### src/rtl/i2cs_pkg.sv
package i2cs_pkg;
   typedef enum logic [2:0] {
      OP_NONE   = 3'd0,
      OP_START  = 3'd1,
      OP_RSTART = 3'd2,
      OP_STOP   = 3'd3,
      OP_TX     = 3'd4,
      OP_RX     = 3'd5,
      OP_ACK    = 3'd6
   } op_e;

   localparam int NUM_CMD = 5;
endpackage

### src/rtl/i2cs_qtick.sv
module i2cs_qtick #(
   parameter int DIV_W = 8
) (
   input  logic             clk,
   input  logic             rst_n,
   input  logic [DIV_W-1:0] div_i,
   input  logic             restart_i,
   output logic             tick_o
);
   logic [DIV_W-1:0] cnt_q;

   assign tick_o = (cnt_q == div_i);

   always_ff @(posedge clk or negedge rst_n) begin
      if (!rst_n)                    cnt_q <= '0;
      else if (restart_i || tick_o)  cnt_q <= '0;
      else                           cnt_q <= cnt_q + 1'b1;
   end

   // with a non-zero divider, ticks are never back to back
   a_r1_tick_spacing: assert property (@(posedge clk) disable iff (!rst_n)
      (tick_o && div_i != '0) |=> (!tick_o || div_i == '0));
endmodule

### src/rtl/i2cs_engine.sv
module i2cs_engine
   import i2cs_pkg::*;
#(
   parameter int DW = 8
) (
   input  logic          clk,
   input  logic          rst_n,
   input  logic          tick_i,
   input  logic          go_i,
   input  op_e           op_i,
   input  logic [DW-1:0] tx_i,
   input  logic          ackd_i,
   input  logic          scl_in,
   input  logic          sda_in,
   output logic          scl_low_o,
   output logic          sda_low_o,
   output logic          done_o,
   output logic          busy_o,
   output logic          restart_o,
   output logic [DW-1:0] rx_o,
   output logic          nack_o
);
   localparam int BW = $clog2(DW + 1);

   op_e           op_q;
   logic [1:0]    ph_q;
   logic [BW-1:0] bit_q;
   logic [BW-1:0] last_slot;
   logic [DW-1:0] sh_q;
   logic          is_data;

   assign busy_o    = (op_q != OP_NONE);
   assign restart_o = go_i && !busy_o;
   assign rx_o      = sh_q;
   assign is_data   = (op_q == OP_TX) || (op_q == OP_RX) || (op_q == OP_ACK);

   always_comb begin
      case (op_q)
         OP_TX:   last_slot = BW'(DW);
         OP_RX:   last_slot = BW'(DW - 1);
         default: last_slot = '0;
      endcase
   end

   always_ff @(posedge clk or negedge rst_n) begin
      if (!rst_n) begin
         op_q      <= OP_NONE;
         ph_q      <= 2'd0;
         bit_q     <= '0;
         sh_q      <= '0;
         scl_low_o <= 1'b0;
         sda_low_o <= 1'b0;
         nack_o    <= 1'b0;
         done_o    <= 1'b0;
      end else begin
         done_o <= 1'b0;
         if (restart_o) begin
            op_q  <= op_i;
            ph_q  <= 2'd0;
            bit_q <= '0;
            if (op_i == OP_TX) sh_q <= tx_i;
         end else if (busy_o && tick_i) begin
            case (ph_q)
               2'd0: begin
                  ph_q <= 2'd1;
                  case (op_q)
                     OP_RSTART: sda_low_o <= 1'b0;
                     OP_STOP:   sda_low_o <= 1'b1;
                     OP_TX: begin
                        scl_low_o <= 1'b1;
                        sda_low_o <= (bit_q < BW'(DW)) ? ~sh_q[DW-1] : 1'b0;
                     end
                     OP_RX: begin
                        scl_low_o <= 1'b1;
                        sda_low_o <= 1'b0;
                     end
                     OP_ACK: begin
                        scl_low_o <= 1'b1;
                        sda_low_o <= ~ackd_i;
                     end
                     default: ;
                  endcase
               end
               2'd1: begin
                  scl_low_o <= 1'b0;
                  ph_q      <= 2'd2;
               end
               2'd2: begin
                  if (scl_in) begin
                     ph_q <= 2'd3;
                     case (op_q)
                        OP_START, OP_RSTART: sda_low_o <= 1'b1;
                        OP_STOP:             sda_low_o <= 1'b0;
                        OP_TX: begin
                           if (bit_q == BW'(DW)) nack_o <= sda_in;
                           else                  sh_q   <= {sh_q[DW-2:0], 1'b0};
                        end
                        OP_RX:   sh_q <= {sh_q[DW-2:0], sda_in};
                        default: ;
                     endcase
                  end
               end
               default: begin
                  ph_q <= 2'd0;
                  if (op_q != OP_STOP) scl_low_o <= 1'b1;
                  if (bit_q == last_slot) begin
                     op_q   <= OP_NONE;
                     done_o <= 1'b1;
                  end else begin
                     bit_q <= bit_q + BW'(1);
                  end
               end
            endcase
         end
      end
   end

   // during data slots SDA never moves while SCL stays released
   a_r5_sda_still_scl_high: assert property (@(posedge clk) disable iff (!rst_n)
      (busy_o && is_data && !scl_low_o && $past(!scl_low_o)) |-> $stable(sda_low_o));
   // the line drivers change only while an operation runs
   a_r9_quiet_when_idle: assert property (@(posedge clk) disable iff (!rst_n)
      !busy_o |=> ($stable(scl_low_o) && $stable(sda_low_o)));
   // a held-low SCL freezes the high phase
   a_r13_hold_while_low: assert property (@(posedge clk) disable iff (!rst_n)
      (busy_o && ph_q == 2'd2 && !scl_in) |=> (ph_q == 2'd2));
endmodule

### src/rtl/i2c_cond_seq.sv
module i2c_cond_seq
   import i2cs_pkg::*;
#(
   parameter int DW      = 8,
   parameter int DIV_W   = 8,
   parameter int IN_SYNC = 2
) (
   input  logic             clk,
   input  logic             rst_n,
   input  logic [DIV_W-1:0] div_i,
   input  logic             req_start,
   input  logic             req_rstart,
   input  logic             req_stop,
   input  logic             req_recv,
   input  logic             req_ack,
   input  logic             wr_en,
   input  logic [DW-1:0]    wr_data,
   input  logic             ack_data,
   input  logic             wcol_clr,
   input  logic             irq_clr,
   input  logic             scl_in,
   input  logic             sda_in,
   output logic             scl_oe,
   output logic             sda_oe,
   output logic [DW-1:0]    rd_data,
   output logic             ack_stat,
   output logic [4:0]       cmd_bits,
   output logic             tx_busy,
   output logic             idle,
   output logic             wcol,
   output logic             irq,
   output logic             st_start,
   output logic             st_stop,
   output logic             bus_free
);
   localparam int NREQ = NUM_CMD + 1;

   if (DW < 2)                      begin : g_bad_dw   $error("DW must be at least 2");  end
   if (DIV_W < 1)                   begin : g_bad_div  $error("DIV_W must be positive"); end
   if (IN_SYNC < 0 || IN_SYNC > 4)  begin : g_bad_sync $error("IN_SYNC out of range");   end

   logic scl_s, sda_s;
   if (IN_SYNC == 0) begin : g_nosync
      assign scl_s = scl_in;
      assign sda_s = sda_in;
   end else begin : g_sync
      logic [IN_SYNC-1:0] scl_r, sda_r;
      always_ff @(posedge clk or negedge rst_n) begin
         if (!rst_n) begin
            scl_r <= '1;
            sda_r <= '1;
         end else begin
            scl_r[0] <= scl_in;
            sda_r[0] <= sda_in;
            for (int i = 1; i < IN_SYNC; i++) begin
               scl_r[i] <= scl_r[i-1];
               sda_r[i] <= sda_r[i-1];
            end
         end
      end
      assign scl_s = scl_r[IN_SYNC-1];
      assign sda_s = sda_r[IN_SYNC-1];
   end

   logic [NREQ-1:0] reqv, sel;
   logic            accept, reject;
   op_e             go_op;
   logic [DW-1:0]   buf_q, eng_rx;
   logic            tick, restart, eng_done, eng_busy, eng_nack;

   assign reqv   = {wr_en, req_ack, req_recv, req_stop, req_rstart, req_start};
   assign sel    = reqv & (~reqv + NREQ'(1));
   assign idle   = !(tx_busy || (|cmd_bits));
   assign accept = idle && (|reqv);
   assign reject = (|reqv) && (!idle || ((reqv & ~sel) != '0));
   assign rd_data  = buf_q;
   assign bus_free = st_stop || !st_start;

   always_comb begin
      go_op = OP_NONE;
      if      (sel[0]) go_op = OP_START;
      else if (sel[1]) go_op = OP_RSTART;
      else if (sel[2]) go_op = OP_STOP;
      else if (sel[3]) go_op = OP_RX;
      else if (sel[4]) go_op = OP_ACK;
      else if (sel[5]) go_op = OP_TX;
   end

   i2cs_qtick #(.DIV_W(DIV_W)) u_tick (
      .clk       (clk),
      .rst_n     (rst_n),
      .div_i     (div_i),
      .restart_i (restart),
      .tick_o    (tick)
   );

   i2cs_engine #(.DW(DW)) u_eng (
      .clk       (clk),
      .rst_n     (rst_n),
      .tick_i    (tick),
      .go_i      (accept),
      .op_i      (go_op),
      .tx_i      (wr_data),
      .ackd_i    (ack_data),
      .scl_in    (scl_s),
      .sda_in    (sda_s),
      .scl_low_o (scl_oe),
      .sda_low_o (sda_oe),
      .done_o    (eng_done),
      .busy_o    (eng_busy),
      .restart_o (restart),
      .rx_o      (eng_rx),
      .nack_o    (eng_nack)
   );

   always_ff @(posedge clk or negedge rst_n) begin
      if (!rst_n) begin
         cmd_bits <= '0;
         tx_busy  <= 1'b0;
         buf_q    <= '0;
         ack_stat <= 1'b0;
         wcol     <= 1'b0;
         irq      <= 1'b0;
         st_start <= 1'b0;
         st_stop  <= 1'b0;
      end else begin
         if (accept) begin
            if (sel[5]) begin
               tx_busy <= 1'b1;
               buf_q   <= wr_data;
            end else begin
               cmd_bits <= sel[4:0];
            end
         end
         if (eng_done) begin
            cmd_bits <= '0;
            tx_busy  <= 1'b0;
            if (cmd_bits[0] || cmd_bits[1]) begin
               st_start <= 1'b1;
               st_stop  <= 1'b0;
            end
            if (cmd_bits[2]) begin
               st_stop  <= 1'b1;
               st_start <= 1'b0;
            end
            if (cmd_bits[3]) buf_q    <= eng_rx;
            if (tx_busy)     ack_stat <= eng_nack;
         end
         if (reject)        wcol <= 1'b1;
         else if (wcol_clr) wcol <= 1'b0;
         if (eng_done)      irq <= 1'b1;
         else if (irq_clr)  irq <= 1'b0;
      end
   end

   // one owner at a time
   a_r10_single_owner: assert property (@(posedge clk) disable iff (!rst_n)
      $onehot0({tx_busy, cmd_bits}));
   // a request against a busy engine raises the collision flag
   a_r9_busy_flags: assert property (@(posedge clk) disable iff (!rst_n)
      (!idle && (|reqv)) |=> wcol);
   // completion raises the flag
   a_r11_irq_on_done: assert property (@(posedge clk) disable iff (!rst_n)
      eng_done |=> irq);
   // completion returns the block to idle
   a_r8_self_clear: assert property (@(posedge clk) disable iff (!rst_n)
      eng_done |=> idle);
   // START completion status
   a_r2_start_status: assert property (@(posedge clk) disable iff (!rst_n)
      (eng_done && (cmd_bits[0] || cmd_bits[1])) |=> (st_start && !st_stop));
   // STOP completion status
   a_r3_stop_status: assert property (@(posedge clk) disable iff (!rst_n)
      (eng_done && cmd_bits[2]) |=> (st_stop && !st_start));
   // engine and divider restart together
   a_r1_busy_after_go: assert property (@(posedge clk) disable iff (!rst_n)
      accept |=> eng_busy);
endmodule

### config.mk
export PLATFORM = sky130hd
export DESIGN_NAME = i2c_cond_seq
export DESIGN_NICKNAME = d
export VERILOG_FILES = /design/src/rtl/i2cs_pkg.sv /design/src/rtl/i2cs_qtick.sv /design/src/rtl/i2cs_engine.sv /design/src/rtl/i2c_cond_seq.sv
export SDC_FILE = /design/constraint.sdc
export NUM_CORES = 1
export LEC_CHECK = 0
export ABC_AREA = 1
export BUFFER_PORTS_ARGS = -buffer_cell sky130_fd_sc_hd__buf_2
export CAP_MARGIN = 20
export CORE_MARGIN = 2
export CORE_UTILIZATION = 53
export CTS_BUF_LIST = sky130_fd_sc_hd__clkbuf_4 sky130_fd_sc_hd__clkbuf_8
export DETAILED_ROUTE_END_ITERATION = 10
export PLACE_DENSITY = 0.79
export REMOVE_ABC_BUFFERS = 1
export SLEW_MARGIN = 15
export SYNTH_ARGS = -nofsm -noshare
export SYNTH_HDL_FRONTEND = slang
export SYNTH_HIERARCHICAL = 1
export SYNTH_SLANG_ARGS = --single-unit
export TNS_END_PERCENT = 20
### constraint.sdc
create_clock -name clk -period 1.9 [get_ports clk]
set_input_delay 0.57 -clock clk [delete_from_list [all_inputs] [get_ports clk]]
set_output_delay 0.57 -clock clk [all_outputs]
set_load 0.005 [all_outputs]
==> results.ini <==
[status]
outcome=finished clean

[routing]
wl_met3_um=358
postRouteAntennaNets=0
num_vias=2931
met2_wirelength_um=3470
via_per_inst=5.07
met1Wirelength_um=3200
routed_wirelength_um=7210
topRoutingLayerUsed=met4
firstDrtPassIters=5
drc=0
drt-initial-drc-count=220
wl_per_cell_um=12.5

[pwr]
peakVddDrop_mv=0.544
cellLeakagePower_nw=2.17
powerDensity_mw_per_mm2=743

[synth]
synth_area_leader_cell=dfrtp_1
netlist_area_mm2=0.00313
synth_seq_area_share_pct=41.8
yosys.area.top_type_share_pct=38.4
synthTopCellsByArea=dfrtp_1 38%, nand2_1 17%, inv_1 7.9%
syn_area_per_cell_um2=7.46
ys_ff_latch=52
yosys_warnings=6
synth.distinct_cells=34
syn_inst=419

[worst_setup_path]
start_kind=flop
crit_path_max_fanout=5
path_cells=inv_1 -> nand2_1 -> nand2_1 -> nand2_1 -> nor2_1 -> nand2_2 -> inv_1 -> nand2_1 -> nand2_2 -> o21ai_2 -> nor2_4 -> buf_4 -> nand3_1 -> nand2_2
endpoint_kind=flop
slowest_stage=dfrtp_1
timing.rr.start=u_tick/cnt_q[5]$_DFF_PN0_
crit_family=simple AND/OR/NAND/NOR gates
cp_num_buf_inv=3
path_common_cell=nand2_1
critPathKind=flop to flop
critPathLaunch=u_tick/cnt_q[5]$_DFF_PN0_
cp.arrival_ns=2.14
worstPathRequired_ns=2.15
max_stage_delay_ns=0.41

[clock_network]
clk_pin_slew_ns=0.10
cts_buffers=5
clkLatencyLatePin_ns=0.31
cts.path.max_buffers=2
ctsRootBufferMaster=clkbuf_8
clock-sinks=52
cts_tree=built
h-tree-depth=2

[floorplan]
dieArea_mm2=0.00653
start_util_pct=55.7
ioPinCount=52
die_w_um=80.8
core.rowCount=27
die_h_um=80.8
coreArea_mm2=0.00561

[timing]
setup_viol=0
hold_viol=0
post-route-period-util_pct=99.6
skew_ns=0.0138
rsz0062_at_grt=true
maxSlewHeadroom_pct=79.6
worst_pin_slew_ns=0.305
finalCriticalPeriod_ns=1.89
slew_violations=0
max_freq_ghz=0.529

[grt]
grt_antenna_before_repair=0
overflow=0
grt_util_all_layers_pct=24.2
grt_max_degree=36
grt_pass1_vias=2866
grt_pass1_wl_um=12400

[finish]
utilization_pct=68.6
layout_common_cells=140 x nand2_1, 65 x inv_1, 50 x buf_2, 48 x dfrtp_1, 34 x nand3_1
final_common_cell=nand2_1
drive_above_1_share_pct=26.7
fin_nets=541
syn_to_final_growth_pct=23.1
n_antenna_cell=0
stdcell_count=578

[job]
maxCapViolCount=0

[place]
place_congestion=0.912
hpwl_um=5350
place_inst=560
io_buffers=51

[min_path]
hp-class=primary input to asynchronous set/reset pin

## cells by family (layout without fill, tap and decap cells)
| kind of cell | after synthesis | in the layout | synth area share (%) |
|---|---|---|---|
| simple gates | 245 | 245 | 36.9 |
| buf+inv | 76 | 163 | 9.97 |
| flops | 52 | 52 | 41.8 |
| compound gates | 30 | 30 | 6.01 |
| xor+xnor | 9 | 9 | 2.52 |
| fa+ha+maj | 7 | 7 | 2.80 |
## layout make-up
type / count / area (um2)
fillers: 466 / 1760
multi-input cells: 291 / 1540
flip-flops and latches: 52 / 1310
repair buffers: 85 / 537
inverters: 70 / 265
well taps: 72 / 90.1
clock buffers: 7 / 83.8
clock inverters: 1 / 30.0
## power breakdown
part | switching [mW] | internal [mW] | leakage [nW]
logic | 0.400 | 0.292 | 1.50
registers | 0.140 | 1.24 | 0.613
clock network | 0.362 | 0.423 | 0.0593
## registers in the layout (all words and copies together) (netlist names), 2 cells and up
register and flops:
cmd_bits 5, g_sync.scl_r 2, g_sync.sda_r 2, rd_data 8, u_eng/bit_q 4, u_eng/op_q 3, u_eng/ph_q 2, u_eng/rx_o 8
u_tick/cnt_q 8
## final timing paths
path,endpoint,slack (ns),depth (start not counted)
min,cmd_bits[2]$_DFFE_PN0P_,0.22,2
max,u_eng/rx_o[5]$_DFFE_PN0P_,0.009,14
min in group clk,g_sync.sda_r[0]$_DFF_PN1_,0.36,1
max in group asynchronous,g_sync.scl_r[0]$_DFF_PN1_,1.39,2
max reg2reg,u_eng/rx_o[5]$_DFFE_PN0P_,0.009,14
min reg2reg,g_sync.scl_r[1]$_DFF_PN1_,0.36,0
## metrics by stage
step	hold WS, ns	worst slack (ns)	total power [mW]	instance area [um2]	TNS [ns]
after floorplan	0.274	-0.249	1.87	3080	-2.10
after detailed placement	0.349	-0.240	2.08	3610	-3.80
after global placement	0.346	-0.127	2.05	3610	-1.32
after global routing	0.232	-0.0887	3.05	3850	-0.613
after CTS	0.231	0.00481	2.86	3760	0
final	0.220	0.00852	2.86	3850	0
## repair_timing
action	in CTS	in global routing
hold buffers	0	0
pin swaps	1	7
setup buffers	2	8
resized for setup	4	9
setup endpoints to repair	9	12
## Yosys cell counts
master      n
o22ai_1     1
nor2_1     29
buf_6       3
nand2_1   143
ha_1        7
inv_2       4
nor2_4      3
nand2_2     5
nor2_8      2
nand3b_1    1
dfrtp_1    48
a22oi_1     1
xnor2_1     5
inv_1      66
o21a_1      1
xor2_1      4
o21ai_2     4
dfstp_2     4
nor3_1      1
nand4_1    12
nor2_2      3
nand3_4     1
o211ai_1    1
o21ai_4     1
a21oi_1     3
nand3_1    34
o31ai_1     1
o21ai_0    17
buf_2       3
nand2_4     5
and2_1      1
nand3_2     2
or3_1       1
nor3_2      2
## metal layers
| layer | up-vias | track usage [%] |
|---|---|---|
| met5 | - | 0 |
| met4 | 0 | 7.80 |
| met3 | 20 | 4.22 |
| met2 | 93 | 42.1 |
| met1 | 1338 | 30.8 |
| li1 | 1480 | - |
## worst register-to-register path, cell delays in order, from the launching register on
cell and delay (ns):
dfrtp_1 0.41, inv_1 0.12, nand2_1 0.06, nand2_1 0.05
nand2_1 0.05, nor2_1 0.13, nand2_2 0.08, inv_1 0.08
nand2_1 0.13, nand2_2 0.12, o21ai_2 0.07, nor2_4 0.18
buf_4 0.16, nand3_1 0.09, nand2_2 0.09
(Power assumes the default switching activity.)
